==> config.mk <==
export PLATFORM = sky130hd
export DESIGN_NAME = warp_issue_seq
export DESIGN_NICKNAME = d
export VERILOG_FILES = /design/src/rtl/warp_seq_pkg.sv /design/src/rtl/warp_ctx_file.sv /design/src/rtl/warp_rr_pick.sv /design/src/rtl/warp_beat_gen.sv /design/src/rtl/warp_issue_seq.sv
export SDC_FILE = /design/constraint.sdc
export NUM_CORES = 2
export LEC_CHECK = 0
export ABC_CLOCK_PERIOD_IN_PS = 6950
export BUFFER_PORTS_ARGS = -buffer_cell sky130_fd_sc_hd__buf_4
export CORE_ASPECT_RATIO = 0.7
export CORE_MARGIN = 8
export CORE_UTILIZATION = 30
export DETAILED_ROUTE_END_ITERATION = 16
export PLACE_DENSITY = 0.51
export SYNTH_ARGS = -nofsm -noshare
export SYNTH_HDL_FRONTEND = slang
export SYNTH_SLANG_ARGS = --single-unit
==> constraint.sdc <==
create_clock -name clk -period 6.95 [get_ports clk]
set_clock_uncertainty 0.05 [all_clocks]
set_input_delay 0.695 -clock clk [delete_from_list [all_inputs] [get_ports clk]]
set_output_delay 0.695 -clock clk [all_outputs]
set_load 0.005 [all_outputs]
==> src/rtl/warp_seq_pkg.sv <==
package warp_seq_pkg;
    localparam int WARPS   = 24;
    localparam int THREADS = 32;
    localparam int LANES   = 8;
    localparam int PC_W    = 16;
    localparam int BEATS   = THREADS / LANES;
    localparam int WID_W   = $clog2(WARPS);
    localparam int GRP_W   = $clog2(BEATS);

    typedef logic [WID_W-1:0]   warp_id_t;
    typedef logic [PC_W-1:0]    pc_t;
    typedef logic [THREADS-1:0] tmask_t;
    typedef logic [LANES-1:0]   lmask_t;
    typedef logic [GRP_W-1:0]   grp_t;

    typedef struct packed {
        logic   live;
        logic   parked;
        pc_t    pc;
        tmask_t mask;
    } warp_ctx_t;

    function automatic lmask_t group_slice(input tmask_t m, input grp_t g);
        return m[int'(g)*LANES +: LANES];
    endfunction
endpackage

==> src/rtl/warp_ctx_file.sv <==
module warp_ctx_file
    import warp_seq_pkg::*;
(
    input  logic      clk,
    input  logic      rst,
    input  logic      launch_valid,
    input  warp_id_t  launch_warp,
    input  pc_t       launch_pc,
    input  tmask_t    launch_mask,
    input  logic      mask_wr_valid,
    input  warp_id_t  mask_wr_warp,
    input  tmask_t    mask_wr_mask,
    input  logic      mem_done_valid,
    input  warp_id_t  mem_done_warp,
    input  logic      retire_valid,
    input  warp_id_t  retire_warp,
    input  logic      retire_mem,
    output warp_ctx_t ctx_nxt [WARPS],
    output logic [WARPS-1:0] eligible
);
    for (genvar w = 0; w < WARPS; w++) begin : g_warp
        warp_ctx_t cur;
        warp_ctx_t nxt;

        always_comb begin
            nxt = cur;
            if (mem_done_valid && mem_done_warp == warp_id_t'(w))
                nxt.parked = 1'b0;
            if (mask_wr_valid && mask_wr_warp == warp_id_t'(w))
                nxt.mask = mask_wr_mask;
            if (retire_valid && retire_warp == warp_id_t'(w)) begin
                nxt.pc = cur.pc + pc_t'(1);
                if (retire_mem)
                    nxt.parked = 1'b1;
            end
            if (launch_valid && launch_warp == warp_id_t'(w)) begin
                nxt.live   = 1'b1;
                nxt.parked = 1'b0;
                nxt.pc     = launch_pc;
                nxt.mask   = launch_mask;
            end
        end

        always_ff @(posedge clk) begin
            if (rst) cur <= '0;
            else     cur <= nxt;
        end

        assign ctx_nxt[w]  = nxt;
        assign eligible[w] = nxt.live & ~nxt.parked & (|nxt.mask);
    end
endmodule

==> src/rtl/warp_rr_pick.sv <==
module warp_rr_pick
    import warp_seq_pkg::*;
(
    input  logic [WARPS-1:0] eligible,
    input  warp_id_t         last,
    output logic             found,
    output warp_id_t         pick
);
    always_comb begin
        int idx;
        found = 1'b0;
        pick  = '0;
        for (int off = 1; off <= WARPS; off++) begin
            idx = (int'(last) + off) % WARPS;
            if (!found && eligible[idx]) begin
                found = 1'b1;
                pick  = warp_id_t'(idx);
            end
        end
    end
endmodule

==> src/rtl/warp_beat_gen.sv <==
module warp_beat_gen
    import warp_seq_pkg::*;
(
    input  logic     clk,
    input  logic     rst,
    input  logic     lane_ready,
    input  logic     sel_found,
    input  warp_id_t sel_warp,
    input  pc_t      sel_pc,
    input  tmask_t   sel_mask,
    output logic     busy,
    output warp_id_t warp_q,
    output pc_t      pc_q,
    output grp_t     grp_q,
    output tmask_t   mask_q,
    output logic     retire
);
    localparam grp_t LAST_GRP = grp_t'(BEATS - 1);

    assign retire = busy && lane_ready && (grp_q == LAST_GRP);

    always_ff @(posedge clk) begin
        if (rst) begin
            busy   <= 1'b0;
            warp_q <= warp_id_t'(WARPS - 1);
            pc_q   <= '0;
            grp_q  <= '0;
            mask_q <= '0;
        end else if ((!busy || retire) && sel_found) begin
            busy   <= 1'b1;
            warp_q <= sel_warp;
            pc_q   <= sel_pc;
            grp_q  <= '0;
            mask_q <= sel_mask;
        end else if (retire) begin
            busy   <= 1'b0;
        end else if (busy && lane_ready) begin
            grp_q  <= grp_q + grp_t'(1);
        end
    end
endmodule

==> src/rtl/warp_issue_seq.sv <==
module warp_issue_seq
    import warp_seq_pkg::*;
(
    input  logic              clk,
    input  logic              rst,
    input  logic              launch_valid,
    input  logic [WID_W-1:0]  launch_warp,
    input  logic [PC_W-1:0]   launch_pc,
    input  logic [THREADS-1:0] launch_mask,
    input  logic              mask_wr_valid,
    input  logic [WID_W-1:0]  mask_wr_warp,
    input  logic [THREADS-1:0] mask_wr_mask,
    input  logic              mem_done_valid,
    input  logic [WID_W-1:0]  mem_done_warp,
    input  logic              lane_ready,
    input  logic              lane_is_mem,
    output logic              issue_valid,
    output logic [WID_W-1:0]  issue_warp,
    output logic [PC_W-1:0]   issue_pc,
    output logic [GRP_W-1:0]  issue_group,
    output logic [LANES-1:0]  issue_lane_mask
);
    warp_ctx_t        ctx_nxt [WARPS];
    logic [WARPS-1:0] eligible;
    logic             sel_found;
    warp_id_t         sel_warp;
    logic             busy;
    logic             retire;
    warp_id_t         warp_q;
    pc_t              pc_q;
    grp_t             grp_q;
    tmask_t           mask_q;

    warp_ctx_file u_ctx (
        .clk            (clk),
        .rst            (rst),
        .launch_valid   (launch_valid),
        .launch_warp    (launch_warp),
        .launch_pc      (launch_pc),
        .launch_mask    (launch_mask),
        .mask_wr_valid  (mask_wr_valid),
        .mask_wr_warp   (mask_wr_warp),
        .mask_wr_mask   (mask_wr_mask),
        .mem_done_valid (mem_done_valid),
        .mem_done_warp  (mem_done_warp),
        .retire_valid   (retire),
        .retire_warp    (warp_q),
        .retire_mem     (lane_is_mem),
        .ctx_nxt        (ctx_nxt),
        .eligible       (eligible)
    );

    warp_rr_pick u_pick (
        .eligible (eligible),
        .last     (warp_q),
        .found    (sel_found),
        .pick     (sel_warp)
    );

    warp_beat_gen u_beat (
        .clk        (clk),
        .rst        (rst),
        .lane_ready (lane_ready),
        .sel_found  (sel_found),
        .sel_warp   (sel_warp),
        .sel_pc     (ctx_nxt[sel_warp].pc),
        .sel_mask   (ctx_nxt[sel_warp].mask),
        .busy       (busy),
        .warp_q     (warp_q),
        .pc_q       (pc_q),
        .grp_q      (grp_q),
        .mask_q     (mask_q),
        .retire     (retire)
    );

    assign issue_valid     = busy;
    assign issue_warp      = warp_q;
    assign issue_pc        = pc_q;
    assign issue_group     = grp_q;
    assign issue_lane_mask = group_slice(mask_q, grp_q);
endmodule

### Yosys cells after proc, flatten, opt, wreduce, memory -nomap -nowiden

Index checks and enable logic that the tools add are counted.

| word-level totals | value |
|---|---|
| register bits after elaboration | 1,256 |
| input bits | 102 |
| output and inout bits | 32 |
| logic and storage cells | 790 |

| cells by class | value |
|---|---|
| add/sub/neg operators | 49 |
| divide/modulo/power cells | 24 |
| $lt $le $gt $ge | 25 |
| eq/ne operators | 93 |
| shift operators | 1 |
| multiplexer cells | 245 |
| bitwise operators | 74 |
| reduce and logical (&&, ||, !) cells | 178 |

Operators by type and width:

| operator | number |
|---|---|
| $mux 50 | 24 |
| $lt 32x7->1 const B | 24 |
| $mod 32x6->32 const B | 24 |
| $mux 32 | 24 |
| $reduce_or 32->1 | 24 |
| $mux 17 | 24 |
| $add 16x1->16 const B | 24 |
| $bmux 50 s5 | 1 |
| $eq 5x4->1 const B | 32 |
| $eq 5x5->1 const B | 32 |
| $logic_and 1x1->1 | 122 |
| $mux 1 | 122 |
| $bmux 1 s5 | 24 |
| $mux 5 | 24 |
| $mux 48 | 2 |
| $eq 5x3->1 const B | 16 |
| $add 5x5->6 const B | 9 |
| $add 5x4->6 const B | 8 |
| $and 1x1->1 | 48 |
| $eq 5x2->1 const B | 8 |
| $shiftx 32x6->8 | 1 |
| $not 1->1 | 25 |
| $add 5x3->6 const B | 4 |
| $logic_not 1->1 | 24 |
| other kinds (12) | 19 |

### Longest topological paths before layout

| depth | value |
|---|---|
| depth after elaboration | 86 |
| mapped depth | 35 |
| depth with buffers taken out | 26 |

### Cells and area by module

From an unflattened synthesis, not the netlist that was laid out.

| unflattened totals | value |
|---|---|
| cells, all modules | 11,189 |
| area, all modules | 85,376.9 sq um |

By module, submodules not included:

| module | instances | cells each | area each (sq um) | sequential area each (sq um) |
|---|---|---|---|---|
| warp_ctx_file | 1 | 8,916 | 66,012.1 | 24,023.0 |
| warp_issue_seq | 1 | 1,082 | 9,968.3 | 0.0 |
| warp_rr_pick | 1 | 947 | 6,839.1 | 0.0 |
| warp_beat_gen | 1 | 244 | 2,557.5 | 1,121.1 |

### Worst setup path before layout

No wires, ideal clock.

| timing | value |
|---|---|
| path kind | register to register |
| from | reg u_beat.warp_q[2] |
| to | reg u_beat.pc_q[12] |
| setup time | 0.122 ns |
| arrival time | 6.708 ns |
| slack | 0.070 ns |
| cell stages (with the launch flop) | 30 |
| buffers on the path | 7 |
| clock period less this slack | 6.880 ns |
| cell sequence | dfxtp_1 > clkbuf_1 > clkinv_1 > clkbuf_1 > ha_1 > clkbuf_1 > nand2b_1 > clkbuf_1 > a21oi_1 > a211o_1 > a22o_1 > a21o_1 > a221oi_1 > xnor2_1 > nand2b_1 > o221ai_1 > nor3_1 > nand4_2 > buf_2 > a2111oi_2 > a211oi_1 > o21ai_1 > or4b_1 > buf_4 > buf_4 > mux2i_1 > mux2i_1 > mux2i_1 > mux2_2 > a221o_1 |

| on the way | value |
|---|---|
| word-level cells in the longest chain between the ends | 84 |

RTL lines:

| item | line | RTL |
|---|---|---|
| from (decl) | warp_beat_gen.sv:12 | `output warp_id_t warp_q,` |
| from (signal assigned) | warp_beat_gen.sv:25 | `warp_q <= warp_id_t'(WARPS - 1);` |
| from (signal assigned) | warp_beat_gen.sv:31 | `warp_q <= sel_warp;` |
| branches (longest 84 deep; another with $mod 32x6->32) | n/a |  |
| to (signal assigned) | warp_beat_gen.sv:32 | `pc_q <= sel_pc;` |
| to (decl) | warp_beat_gen.sv:13 | `output pc_t pc_q,` |

Parallel ways; which one is timed is not known. The select of a mux whose other input is x is not followed.
A chain may end at the register's enable or synchronous reset.

### Worst setup path in the final report

| timing | value |
|---|---|
| from | in launch_warp[3] |
| to | reg u_beat.pc_q[5] |

| on the way | value |
|---|---|
| word-level cells in the longest chain between the ends | 83 |

RTL lines:

| item | line | RTL |
|---|---|---|
| from (decl) | warp_issue_seq.sv:7 | `input logic [WID_W-1:0] launch_warp,` |
| branches (longest 83 deep; another with $mux 50) | n/a |  |

Parallel ways; which one is timed is not known. The select of a mux whose other input is x is not followed.

==> summary.md <==
| Metric | Value |
|---|---|
| Ys async rst share | `0%` |
| DIE HEIGHT | `459 µm` |
| WP data required | `7630 ps` |
| Die extent in x | `approximately 650 µm` |
| Final setup fails | `48` |
| Synth Register Bits | `1256` |
| Top cells by area, synth | `dfxtp_1, nand2_1, o21ai_0` |
| Setup TNS Final | `-7230 ps` |
| Die area | `298000 µm²` |
| Via-to-Cell Ratio | `6.10` |
| Drt pass-1 iters | `7` |
| ANT nets after route | `0` |
| CP endpoint kind | `flop` |
| Hold path depth | `2` |
| Fmax achieved | `0.138 GHz` |
| Fin. Hold Viols | `0` |
| Clk buf depth | `4` |
| Synthesized area per cell | `6.93 µm²` |
| Leading register cell type out of synthesis | `dfxtp_1` |
| Core region area | `between 200000 and 300000 µm²` |
| Total grt overflow | `0` |
| Nets | `14400` |
| Share of cells above drive strength 1 | `28.7%` |
| Vias in the first global route | `97200` |
| Row cnt | `162` |
| Most used cell along the critical path | `buf_4` |
| Clock-pin slew on the worst setup and hold paths | `60 ps` |
| Fillers | `28700` |
| Tmin final | `7240 ps` |
| Sink Count | `1256` |
| Tot GR Track Use | `36.5%` |
| Post-Route WL | `582000 µm` |
| Largest net degree at the start of global routing | `192` |
| Max transition margin | `around 16%` |
| Post-route DRC | `0` |
| Initial DRC Count | `about 20000` |
| Total of max-cap violations | `0` |
| Yosys top cell area share | `29.9%` |
| Syn-to-layout area delta | `43.8%` |
| Min Hold Slack | `roughly 140 ps` |
| Post-DP HPWL | `approximately 440000 µm` |
| Critical Path AT | `7920 ps` |
| Ports | `approximately 130` |
| Num CTS Buffers | `161` |
| CP startpoint kind | `input pin` |
| Final worst slack | `-295 ps` |
| Syn Nets | `12300` |
| IO Port Bufs | `around 130` |
| CTS tree | `done` |
| First-pass GRT wire length | `789000 µm` |
| Kind of critical path | `input pin to flop` |
| Fin crit share | `104%` |
| R2r worst-path depth | `26` |
| Failing checks | `negative setup slack` |
| Seq/Total Area, Yosys | `29.9%` |
| Synth warnings | `0` |
| Final GP Congestion | `between 1 and 1.5` |
| Initial antenna violation count | `63` |
| Avg WL per Cell | `32.2 µm` |
| Min-delay worst type | `input pin to flop` |
| Crit-path max FO | `22` |
| RSZ-0062 raised after global routing | `true` |
| CP max-delay cell | `or4_1` |
| Post-Syn Area | `84100 µm²` |
| Reg area | `25100 µm²` |
| Root Driver | `clkbuf_16` |
| Starting Density | `30.2%` |
| Vias | `111000` |
| Cell taking the most area after synthesis | `dfxtp_1` |
| Post-CTS Hold Buffers | `0` |
| Actual slew at the worst max-slew pin | `about 1200 ps` |
| Critical Path Max Stage Delay | `around 600 ps` |
| H-tree depth | `4` |
| Mapped Cells | `~12000` |
| Max-slew violation count | `0` |
| Post-synth EDFFs | `0` |
| Status | `finished, violations left` |
| Multi-input logic area | `55800 µm²` |
| Clock latency on the worst-skew pair | `930 ps` |
| Synth cell types | `109` |
==> cells by family after synthesis <==
| logic type | after synthesis | synth area share, % |
|---|---|---|
| AND/OR/NAND/NOR | 5658 | 32.4 |
| AO/OA/AOI/OAI | 3206 | 23.7 |
| buffers and inverters | 1399 | 6.74 |
| flip-flops | 1256 | 29.9 |
| XOR/XNOR | 375 | 3.91 |
| multiplexers | 170 | 2.19 |
| adder cells (fa/ha/maj) | 74 | 1.10 |
==> state kept, by name (all words and copies together) (netlist names) <==
signal,cells
u_beat.busy,1
u_beat.grp_q,2
u_beat.mask_q,32
u_beat.pc_q,16
u_beat.warp_q,5
u_ctx.g_warp.cur,1200
==> cell type report <==
class / instances / area share [%]
clock inverter: 50 / 0.484
inverter: 84 / 0.267
antenna: 34 / 0.0704
multi-input combinational: 9484 / 46.2
sequential: 1256 / 20.8
tap: 3690 / 3.82
timing repair buffer: 3281 / 24.5
clock buffer: 234 / 3.88
==> cell usage after synthesis, drive strengths merged (43+ instances only) <==
master / n
nor3: 836
buf: 358
o21ai: 1117
or3: 58
xor2: 195
nand4: 106
nor4: 168
inv: 80
dfxtp: 1256
o211ai: 232
and3: 181
nor3b: 43
a211oi: 171
ha: 74
and2: 632
a31oi: 671
a21oi: 436
a31o: 165
nor2: 1211
clkbuf: 957
o22ai: 59
o311ai: 53
nand2: 1550
xnor2: 180
nand3: 631
mux2i: 149
==> metrics by stage <==
stage / instance area, µm² / utilization [%] / instances / worst slack, ps
CTS: 119000 / 42.6 / 18000 / -25.1
detailed placement: 112000 / 40.1 / 17700 / -2480
finish: 121000 / 43.4 / 18100 / -295
global route: 121000 / 43.4 / 18100 / -253
global placement: 112000 / 40.1 / 17700 / -2460
floorplan: 84100 / - / 12100 / 69.7
==> placed cells by master, fill, tap and decap left out, drive strengths merged, types with 33 or more instances in the layout <==
cell and n:
xor2 195, o22ai 59, nor3b 43, mux2i 149, nor4 168, nor3 836, and2 632, o211ai 232
or2 35, o21ai 1117, buf 3266, and3b 38, nor2 1211, inv 87, or3 58, o2111ai 34
nand2 1550, clkinv 33, and3 181, clkbuf 242, a211oi 171, a31o 165, diode 34, nand3 631
nand4 106, a31oi 671, ha 74, a21oi 436, dfxtp 1256, o311ai 53, xnor2 180
==> final timing paths <==
| check | start | endpoint | slack (ps) |
|---|---|---|---|
| max | launch_warp[3] | u_beat.pc_q[5]$_SDFFE_PP0P_ | -290 |
| min | rst | u_ctx.g_warp[6].cur[40]$_SDFF_PP0_ | 140 |
| max reg2reg | u_beat.warp_q[2]$_SDFFE_PP1P_ | u_beat.mask_q[9]$_SDFFE_PP0P_ | 90 |
| min reg2reg | u_ctx.g_warp[23].cur[49]$_SDFF_PP0_ | u_ctx.g_warp[23].cur[49]$_SDFF_PP0_ | 410 |
==> critical path, delay by kind of cell <==
kind / cells / cell delay [ps]
and+or+nand+nor: 10 / 2710
buffers and inverters: 13 / 2200
AOI/OAI and AO/OA: 6 / 1270
muxes: 4 / 950
==> repair_timing <==
| action | CTS | global route |
|---|---|---|
| pin swaps | 34 | 81 |
| buffers inserted | 40 | 51 |
| cloned | 13 | 8 |
| gates resized for setup | 188 | 341 |
| endpoints found under the setup margin | 53 | 49 |
==> per-layer routing <==
| metal | global-route usage [%] | vias up | wire, µm |
|---|---|---|---|
| li1 | - | 47700 | - |
| met4 | 12.4 | 54 | 24500 |
| met3 | 19.0 | 1276 | 102000 |
| met2 | 45.9 | 8261 | 208000 |
| met5 | 1.28 | - | 1320 |
| met1 | 51.6 | 53200 | 247000 |
Power is not shown: default switching activity piles up to over one toggle a cycle in this logic, so the estimate is an artifact.
